**src/rtl/pe_pkg.sv**
```systemverilog
package pe_pkg;
  typedef enum logic [3:0] {
    S_IDLE, S_PRE_RD, S_PRE_PGM, S_ERA1, S_ERA2, S_ERA_WAIT, S_PICK,
    S_VER_CMD, S_VER_WAIT, S_VER_RD, S_MASK, S_STEP, S_ROUND, S_FINISH
  } seq_state_t;

  localparam logic [7:0] CMD_READ    = 8'h00;
  localparam logic [7:0] CMD_ERASE   = 8'h20;
  localparam logic [7:0] CMD_EVERIFY = 8'hA0;
  localparam logic [7:0] BYTE_CLEAR  = 8'hFF;
  localparam logic [7:0] BYTE_ZERO   = 8'h00;
endpackage

```
**src/rtl/pe_wait_timer.sv**
```systemverilog
module pe_wait_timer #(
  parameter int TW = 8
) (
  input  logic          clk,
  input  logic          rst_n,
  input  logic          load,
  input  logic [TW-1:0] limit,
  output logic          expired
);
  logic [TW-1:0] cnt_q, cnt_d;
  logic          cnt_en;

  always_comb begin
    cnt_en = load || (cnt_q != '0);
    cnt_d  = load ? limit : cnt_q - 1'b1;
  end

  always_ff @(posedge clk or negedge rst_n) begin
    if (!rst_n)      cnt_q <= '0;
    else if (cnt_en) cnt_q <= cnt_d;
  end

  assign expired = (cnt_q == '0);
endmodule

```
**src/rtl/pe_dev_track.sv**
```systemverilog
module pe_dev_track #(
  parameter int AW = 4
) (
  input  logic          clk,
  input  logic          rst_n,
  input  logic          clear,
  input  logic          adv,
  input  logic          set_pass,
  input  logic          set_fail,
  output logic [AW-1:0] resume,
  output logic          passed,
  output logic          failed
);
  always_ff @(posedge clk or negedge rst_n) begin
    if (!rst_n) begin
      resume <= '0;
      passed <= 1'b0;
      failed <= 1'b0;
    end else if (clear) begin
      resume <= '0;
      passed <= 1'b0;
      failed <= 1'b0;
    end else begin
      if (adv)      resume <= resume + 1'b1;
      if (set_pass) passed <= 1'b1;
      if (set_fail) failed <= 1'b1;
    end
  end
endmodule

```
**src/rtl/pe_erase_seq.sv**
```systemverilog
module pe_erase_seq
  import pe_pkg::*;
#(
  parameter int N_DEV       = 4,
  parameter int ADDR_W      = 17,
  parameter int MAX_PULSE   = 1000,
  parameter int ERASE_WAIT  = 500000,
  parameter int VERIFY_WAIT = 300
) (
  input  logic                 clk,
  input  logic                 rst_n,
  input  logic                 start,
  input  logic                 pgm_done,
  input  logic [8*N_DEV-1:0]   rd_data,
  output logic                 busy,
  output logic                 finished,
  output logic                 vpp_hi,
  output logic [N_DEV-1:0]     dev_ce_n,
  output logic                 wr_en,
  output logic                 rd_en,
  output logic [ADDR_W-1:0]    bus_addr,
  output logic [7:0]           wr_data,
  output logic                 pgm_req,
  output logic [N_DEV-1:0]     pgm_mask,
  output logic [N_DEV-1:0]     dev_pass
);
  localparam int DW    = (N_DEV > 1) ? $clog2(N_DEV) : 1;
  localparam int PW    = $clog2(MAX_PULSE + 1);
  localparam int WMAX  = (ERASE_WAIT > VERIFY_WAIT) ? ERASE_WAIT : VERIFY_WAIT;
  localparam int TW    = $clog2(WMAX + 1);
  localparam logic [ADDR_W-1:0] LAST_ADDR = '1;

  // reset: asserted asynchronously, released on a clock edge
  logic rst_meta, rst_n_s;
  always_ff @(posedge clk or negedge rst_n) begin
    if (!rst_n) begin
      rst_meta <= 1'b0;
      rst_n_s  <= 1'b0;
    end else begin
      rst_meta <= 1'b1;
      rst_n_s  <= rst_meta;
    end
  end

  seq_state_t         st_q, st_d;
  logic [ADDR_W-1:0]  addr_q, addr_d;
  logic [DW-1:0]      cur_q, cur_d;
  logic [PW-1:0]      pulse_q, pulse_d;
  logic [N_DEV-1:0]   mask_q, mask_d;
  logic               fin_q, fin_d;
  logic               addr_en, cur_en, pulse_en, mask_en;

  logic [N_DEV-1:0]   passed, failed, active, cur_sel, nz;
  logic [N_DEV-1:0]   adv, set_pass, set_fail;
  logic               clr;
  logic [ADDR_W-1:0]  resume [N_DEV];
  logic [7:0]         rbyte  [N_DEV];
  logic               tmr_load, tmr_done;
  logic [TW-1:0]      tmr_limit;

  for (genvar d = 0; d < N_DEV; d++) begin : g_dev
    assign rbyte[d]   = rd_data[8*d +: 8];
    assign nz[d]      = (rbyte[d] != BYTE_ZERO);
    assign cur_sel[d] = (cur_q == DW'(d));
    pe_dev_track #(.AW(ADDR_W)) u_trk (
      .clk(clk), .rst_n(rst_n_s), .clear(clr), .adv(adv[d]),
      .set_pass(set_pass[d]), .set_fail(set_fail[d]),
      .resume(resume[d]), .passed(passed[d]), .failed(failed[d])
    );
  end

  assign active = ~(passed | failed);

  pe_wait_timer #(.TW(TW)) u_tmr (
    .clk(clk), .rst_n(rst_n_s), .load(tmr_load), .limit(tmr_limit),
    .expired(tmr_done)
  );

  always_comb begin
    st_d = st_q;   addr_d = addr_q;  cur_d = cur_q;  pulse_d = pulse_q;
    mask_d = mask_q; fin_d = fin_q;
    addr_en = 1'b0; cur_en = 1'b0; pulse_en = 1'b0; mask_en = 1'b0;
    dev_ce_n = '1;  wr_en = 1'b0;  rd_en = 1'b0;  wr_data = CMD_READ;
    bus_addr = addr_q; pgm_req = 1'b0;
    clr = 1'b0; adv = '0; set_pass = '0; set_fail = '0;
    tmr_load = 1'b0; tmr_limit = TW'(ERASE_WAIT);
    unique case (st_q)
      S_IDLE: if (start) begin
        st_d = S_PRE_RD; clr = 1'b1; fin_d = 1'b0;
        addr_d = '0; addr_en = 1'b1;
      end
      S_PRE_RD: begin
        dev_ce_n = '0; rd_en = 1'b1;
        if (|nz) begin
          mask_d = nz; mask_en = 1'b1; st_d = S_PRE_PGM;
        end else if (addr_q == LAST_ADDR) begin
          pulse_d = PW'(1); pulse_en = 1'b1; st_d = S_ERA1;
        end else begin
          addr_d = addr_q + 1'b1; addr_en = 1'b1;
        end
      end
      S_PRE_PGM: begin
        pgm_req = 1'b1;
        if (pgm_done) st_d = S_PRE_RD;
      end
      S_ERA1: begin
        wr_en = 1'b1; wr_data = CMD_ERASE; dev_ce_n = ~active; st_d = S_ERA2;
      end
      S_ERA2: begin
        wr_en = 1'b1; wr_data = CMD_ERASE; dev_ce_n = ~active;
        tmr_load = 1'b1; st_d = S_ERA_WAIT;
      end
      S_ERA_WAIT: if (tmr_done) begin
        cur_d = '0; cur_en = 1'b1; st_d = S_PICK;
      end
      S_PICK: st_d = (|(active & cur_sel)) ? S_VER_CMD : S_STEP;
      S_VER_CMD: begin
        wr_en = 1'b1; wr_data = CMD_EVERIFY; dev_ce_n = ~cur_sel;
        bus_addr = resume[cur_q];
        tmr_load = 1'b1; tmr_limit = TW'(VERIFY_WAIT); st_d = S_VER_WAIT;
      end
      S_VER_WAIT: begin
        bus_addr = resume[cur_q];
        if (tmr_done) st_d = S_VER_RD;
      end
      S_VER_RD: begin
        rd_en = 1'b1; dev_ce_n = ~cur_sel; bus_addr = resume[cur_q];
        if (rbyte[cur_q] == BYTE_CLEAR) begin
          if (resume[cur_q] == LAST_ADDR) begin
            set_pass = cur_sel; st_d = S_MASK;
          end else begin
            adv = cur_sel; st_d = S_VER_CMD;
          end
        end else begin
          st_d = S_STEP;
        end
      end
      S_MASK: begin
        wr_en = 1'b1; wr_data = CMD_READ; dev_ce_n = ~cur_sel; st_d = S_STEP;
      end
      S_STEP: begin
        if (cur_q == DW'(N_DEV - 1)) st_d = S_ROUND;
        else begin
          cur_d = cur_q + 1'b1; cur_en = 1'b1; st_d = S_PICK;
        end
      end
      S_ROUND: begin
        if (active == '0) st_d = S_FINISH;
        else if (pulse_q == PW'(MAX_PULSE)) begin
          set_fail = active; st_d = S_FINISH;
        end else begin
          pulse_d = pulse_q + 1'b1; pulse_en = 1'b1; st_d = S_ERA1;
        end
      end
      S_FINISH: begin
        wr_en = 1'b1; wr_data = CMD_READ; dev_ce_n = '0;
        fin_d = 1'b1; st_d = S_IDLE;
      end
      default: st_d = S_IDLE;
    endcase
  end

  always_ff @(posedge clk or negedge rst_n_s) begin
    if (!rst_n_s) begin
      st_q    <= S_IDLE;
      addr_q  <= '0;
      cur_q   <= '0;
      pulse_q <= '0;
      mask_q  <= '0;
      fin_q   <= 1'b0;
    end else begin
      st_q  <= st_d;
      fin_q <= fin_d;
      if (addr_en)  addr_q  <= addr_d;
      if (cur_en)   cur_q   <= cur_d;
      if (pulse_en) pulse_q <= pulse_d;
      if (mask_en)  mask_q  <= mask_d;
    end
  end

  assign busy     = (st_q != S_IDLE);
  assign vpp_hi   = busy;
  assign finished = fin_q;
  assign pgm_mask = mask_q;
  assign dev_pass = passed;
endmodule

```
**config.mk**
```make
export PLATFORM = sky130hd
export DESIGN_NAME = pe_erase_seq
export DESIGN_NICKNAME = d
export VERILOG_FILES = /design/src/rtl/pe_pkg.sv /design/src/rtl/pe_wait_timer.sv /design/src/rtl/pe_dev_track.sv /design/src/rtl/pe_erase_seq.sv
export SDC_FILE = /design/constraint.sdc
export NUM_CORES = 1
export LEC_CHECK = 0
export BUFFER_PORTS_ARGS = -buffer_cell sky130_fd_sc_hd__buf_2
export CAP_MARGIN = 20
export CORE_MARGIN = 3
export CORE_UTILIZATION = 65
export CTS_CLUSTER_DIAMETER = 50
export CTS_CLUSTER_SIZE = 12
export DETAILED_ROUTE_END_ITERATION = 8
export PLACE_DENSITY = 0.86
export SYNTH_ARGS = -nofsm -noshare
export SYNTH_HDL_FRONTEND = slang
export SYNTH_SLANG_ARGS = --single-unit
```
**constraint.sdc**
```tcl
create_clock -name clk -period 7.9 [get_ports clk]
set_clock_uncertainty 0.1 [all_clocks]
set_input_delay 0.79 -clock clk [delete_from_list [all_inputs] [get_ports clk]]
set_output_delay 0.79 -clock clk [all_outputs]
set_load 0.1 [all_outputs]
```
==> results of run 1 <==
-- cell type report --
cell class	instances	area (um^2)	share of cell area, %
clock buffers	24	501.7	5.357
clock inverters	8	117.6	1.256
inverters	19	71.32	0.7614
multi-input cells	718	4644	49.59
flip-flops and latches	135	3382	36.11
well taps	168	210.2	2.244
repair buffers	82	439.2	4.689
-- cell families (layout without fill, tap and decap cells) --
family                     after synthesis  in the layout  synth area share [%]
adders and majority gates               14             14                 2.076
other                                    2              7               0.08899
buffers and inverters                   82            133                 5.322
AOI/OAI and AO/OA                      218            218                 15.86
and+or+nand+nor                        408            408                 25.43
xor gates and xnor gates                27             27                 2.802
DFF                                    135            135                 40.03
muxes                                   44             44                 8.391
-- stage by stage --
stage,setup WS [ps],hold slack [ps],utilization (%),std cells
after global placement,4449,232.8,70.67,1121
after detailed placement,4316,240.2,70.67,1121
after global routing,3780,31.33,75.77,1154
after CTS,3962,34.78,75.68,1153
after floorplan,3760,231.2,-,935
final,3922,40.37,75.77,1154
-- power groups by stage --
stage | Combinational, W | Clock (W) | Sequential, W
finish | 0.00107 | 0.000832 | 0.000934
floorplan | 0.000867 | 0 | 0.000944
global placement | 0.00105 | 0 | 0.000936
global route | 0.00115 | 0.000865 | 0.000954
CTS | 0.00107 | 0.000833 | 0.000930
detailed placement | 0.00106 | 0 | 0.000939
-- cell usage after synthesis, types with 10 or more instances --
cell / number / share of area [%]
inv_1: 18 / 0.80
and3_1: 23 / 1.7
nor4_1: 23 / 1.7
o21ai_0: 62 / 3.7
or4_1: 21 / 1.9
mux2_2: 18 / 2.4
dfrtp_1: 135 / 40
or3_1: 34 / 2.5
xnor2_1: 16 / 1.7
ha_1: 14 / 2.1
xor2_1: 11 / 1.1
buf_4: 13 / 1.2
nand4_1: 31 / 2.3
nand3_1: 44 / 2.6
nor3_1: 22 / 1.3
clkbuf_1: 35 / 1.6
o31ai_1: 17 / 1.5
nor2_1: 81 / 3.6
a21oi_1: 73 / 4.3
mux4_2: 17 / 4.5
o21a_1: 10 / 0.89
nand2_1: 88 / 3.9
-- sequential cells by signal (all words and copies together), names as in the netlist --
signal	count
rst_meta	1
cur_q	2
g_dev.u_trk.resume	68
rst_n_s	1
finished	1
addr_q	17
g_dev.u_trk.failed	4
pgm_mask	4
g_dev.u_trk.passed	4
pulse_q	10
u_tmr.cnt_q	19
st_q	4
-- worst max-delay path, cell delays in order (launching register included) --
cell and delay (ps):
dfrtp_1 840, nor2b_1 400, nand3_1 280, inv_1 180, nor2_1 60, buf_4 200, mux2_2 260, buf_2 420
-- path summary, 6_finish.rpt --
path	cells after the start	from	slack, ps	end
setup / recovery	7	st_q[2]$_DFFE_PN0P_	3920	bus_addr[10]
hold reg to reg	0	rst_meta$_DFF_PN0_	250	rst_n_s$_DFF_PN0_
hold / removal	1	rst_n	40	rst_n_s$_DFF_PN0_
setup reg to reg	7	cur_q[1]$_DFFE_PN0P_	4220	g_dev[3].u_trk.resume[10]$_DFFE_PN0P_
min in group clk	0	rst_meta$_DFF_PN0_	250	rst_n_s$_DFF_PN0_
max in group asynchronous	1	rst_n_s$_DFF_PN0_	6000	g_dev[0].u_trk.resume[13]$_DFFE_PN0P_
-- layer usage --
layer / up-vias / GRT usage (%)
li1: 3539 / -
met1: 3750 / 44.53
met2: 376 / 48.19
met3: 45 / 5.042
met4: 0 / 10.24
met5: - / 0
==> metrics.csv, run 1 <==
metric,value,unit
Synth Cell Area,8439,um^2
switching share of power,43.71,%
Layout area overhead,10.99,%
final net count,1023,
leak pwr,4.000,nW
post-synthesis sequential area ratio,40.03,%
Main synth FF type,dfrtp_1,
Setup Buffers After CTS,0,
Crit. End Element,primary output,
max layer used,met4,
Post-DP Area,8736,um^2
register clock-pin slew on the reported worst setup and hold paths,60,ps
Synth Warn #,0,
DRT Pass-1 Iters,5,
drt total wl,21.90,mm
final setup vio count,0,
P_int,0.001599,W
gr usage total,30.97,%
max_cap viols,0,
CTS tree,done,
GP Congestion,0.8898,
DR WL/cell,18.97,um
Clock Power Share,29.3,%
power per cell area,303.3,nW/um^2
number of buffer cells added on primary ports,72,
Cell variety after synth,70,
global-route wire length before repair,35.69,mm
setup total negative slack,0,ps
row count,40,
Final HPWL DP,14.74,mm
initial antenna violation count,0,
status,"finished, final reports clean",
Worst VDD drop,0.0003231,V
Yosys reg bits,135,
"Non-Filler Cell Area, Final",9366,um^2
HP Class,input port to async pin,
"most common cell after layout, fill and taps aside",dfrtp_1,
Seq pwr share,32.9,%
crit share post-route,50.35,%
initial DRC count,979,
grt ovf,0,
worst skew pair latency,430,ps
shortest period the worst path allows,3978,ps
post-cts resize count,0,
Die Y,119.9,um
number of synthesized flops with an enable pin,0,
peak fanout along the critical path,28,
clock root cell,clkbuf_16,
metal3 WL,1.769,mm
# DRC,0,
Worst Tran Pin Value,975.0,ps
Fillers,883,
total CTS buffers,17,
Achievable Freq,0.2514,GHz
Comb pwr share,37.8,%
Antenna diodes,0,
clk buf depth,2,
CP Class,flop to primary output,
hold_buf cts,0,
met2 routed WL,10.35,mm
clock sinks,135,
largest net degree at the start of global routing,112,
DRT met1 WL,9.341,mm
post-synthesis cell count,930,
Worst Path Arrival,3090,ps
vias in the first global route,7114,
top-level I/O count,79,
Routed Antenna Nets,0,
Max-slew headroom,34.50,%
share of cells above drive strength 1,16.94,%
Power Total,0.002841,W
Die ar.,14390,um^2
core area,12360,um^2
syn avg cell area,9.075,um^2
Final Max Tran Viols,0,
Psw,0.001242,W
WP data required,7010,ps
ys async rst share,100.0,%
Worst setup SP type,flop,
Die X,119.9,um
vias after detailed routing,7710,
Fin. Hold Viols,0,
via/cell ratio,6.681,
RSZ-0062 raised after global routing,no,
H-Tree Depth,4,
most frequent cells in the layout,"134 x dfrtp_1, 88 x nand2_1, 81 x nor2_1",
Starting Density,68.27,%
No activity file was read; power rests on OpenSTA's default activity.
==> run 2: changes to the inputs <==
CORE_UTILIZATION = 55   (was 65)
PLACE_DENSITY = 0.78   (was 0.86)
clock period = 3.5 ns   (was 7.9 ns; I/O delays follow)
==> run 2 against run 1 <==
Against the previous run: largest power group unchanged; via count shrank 1.4%; sequential share of layout area fell by 1.4 points; cell count is 2.3% higher; critical path depth unchanged; hold slack got worse by 13 ps; critical path type unchanged; critical endpoint is now bus_addr[7]; total power increased by 120%; register-to-register slack got worse by 3700 ps; combinational power increased by 140%.
==> metrics.csv, run 2 (synthesized netlist as in run 1, its figures left out) <==
metric,value,unit
CTS tree,done,
top-level I/O count,79,
Final HPWL DP,15.37,mm
Top delay family on crit path,flip-flops,
global-route wire length before repair,35.76,mm
initial antenna violation count,0,
HP Class,input port to flop,
switching share of power,43.66,%
Crit-path slowest cell,dfrtp_1,
Top reg by flops,g_dev.u_trk.resume,
Die X,129.9,um
reg-to-reg startpoint,cur_q[0]$_DFFE_PN0P_,
# DRC,0,
setup ws final,385.2,ps
Antenna diodes,0,
origin of the worst setup path,st_q[3]$_DFFE_PN0P_,
Fin. Hold Viols,0,
Die Y,129.9,um
leak pwr,4.102,nW
Largest regs,"g_dev.u_trk.resume: 68 flops, u_tmr.cnt_q: 19 flops, addr_q: 17 flops",
crit path cell chain,nor2b_1 > nand3_1 > inv_1 > nor2_1 > buf_4 > mux2_2 > buf_12,
RSZ-0062 raised after global routing,no,
crit share post-route,88.99,%
GP Congestion,0.9052,
Routed Antenna Nets,0,
DRT Pass-1 Iters,5,
Hold WS,27.16,ps
Worst Path Arrival,2660,ps
worst skew pair latency,420,ps
Buf/Inv on CP,3,
share of cells above drive strength 1,17.65,%
row count,44,
clock sinks,135,
Clock Power Share,28.4,%
P_int,0.003599,W
vias in the first global route,7112,
peak fanout along the critical path,17,
Worst VDD drop,0.0006376,V
setup total negative slack,0,ps
Crit. End Element,primary output,
Worst setup SP type,flop,
Fillers,1167,
WP data required,3050,ps
most frequent cells in the layout,"133 x dfrtp_1, 88 x nand2_1, 81 x nor2_1",
r2r worst-path depth,8,
Stages on worst setup path,7,
Psw,0.002789,W
Worst path max stage delay,660,ps
DR WL/cell,18.42,um
"most common cell after layout, fill and taps aside",dfrtp_1,
status,"finished, final reports clean",
max FFs per register,68,
drt total wl,21.75,mm
grt ovf,0,
register clock-pin slew on the reported worst setup and hold paths,60,ps
Comb pwr share,39.9,%
Final Max Tran Viols,0,
initial DRC count,609,
worst hold start,pgm_done,
total CTS buffers,17,
Achievable Freq,0.3211,GHz
final net count,1034,
final setup vio count,0,
Layout area overhead,15.34,%
clk buf depth,2,
Hold Path Depth,2,
number of buffer cells added on primary ports,72,
Die ar.,16870,um^2
power per cell area,656.3,nW/um^2
H-Tree Depth,4,
max_cap viols,0,
clock root cell,clkbuf_16,
via/cell ratio,6.438,
largest net degree at the start of global routing,66,
Seq pwr share,31.6,%
vias after detailed routing,7603,
CP Class,flop to primary output,
shortest period the worst path allows,3115,ps
pre-CTS WS,314.3,ps
Worst Tran Pin Value,957.1,ps
Max-slew headroom,35.66,%
gr usage total,26.53,%
Setup Buffers After CTS,0,
Starting Density,57.20,%
core area,14750,um^2
-- run 2: changes by cell type in the layout (fill, tap and decap cells not counted), sizes merged --
cell	previous run	this run
dlygate4sd3	0	1
clkbuf	24	23
clkinvlp	1	0
clkinv	5	7
buf	82	92
-- run 2: through the flow --
stage / utilization, % / cell area [um^2] / total power (W) / instances
after floorplan: - / 8459 / 0.004086 / 935
after global placement: 61.89 / 9131 / 0.004534 / 1148
after detailed placement: 61.89 / 9131 / 0.004566 / 1148
after CTS: 65.97 / 9733 / 0.006385 / 1181
after global routing: 65.98 / 9734 / 0.006703 / 1181
final: 65.98 / 9734 / 0.006388 / 1181
-- run 2: what timing repair did --
action | in CTS | in global routing
endpoints found under the setup margin | 0 | 2
hold endpoints to repair | 2 | 0
resized for setup | 0 | 1
hold buffers | 1 | 0
-- run 2: final timing paths --
kind | slack (ps) | to
worst max-delay path | 390 | bus_addr[7]
worst min-delay path | 30 | st_q[1]$_DFFE_PN0P_
worst max register to register | 500 | g_dev[1].u_trk.resume[12]$_DFFE_PN0P_
worst min register to register | 250 | rst_n_s$_DFF_PN0_
max in group asynchronous | 2060 | g_dev[2].u_trk.resume[13]$_DFFE_PN0P_
min in group asynchronous | 140 | rst_n_s$_DFF_PN0_
-- run 2: routing by layer --
metal | up-vias | track usage, % | part of all wire [%]
li1 | 3564 | - | -
met1 | 3750 | 37.10 | 44
met2 | 264 | 42.10 | 48
met3 | 25 | 5.935 | 6.7
met4 | 0 | 7.213 | 1.3
met5 | - | 0 | 0
-- run 2: cell type report --
class | count | area (um^2) | share of cell area, %
tap | 184 | 230.2 | 2.365
multi-input combinational | 718 | 4644 | 47.71
clock buffer | 23 | 467.9 | 4.807
clock inverter | 9 | 123.9 | 1.272
sequential | 135 | 3383 | 34.76
inverter | 19 | 71.32 | 0.7326
timing repair buffer | 93 | 813.3 | 8.355
-- run 2: power by group through the flow --
stage	Clock [W]	Combinational [W]	Sequential (W)
after floorplan	0	0.00196	0.00213
after global placement	0	0.00251	0.00203
after detailed placement	0	0.00253	0.00203
after CTS	0.00183	0.00255	0.00201
after global routing	0.00190	0.00276	0.00205
final	0.00182	0.00255	0.00202
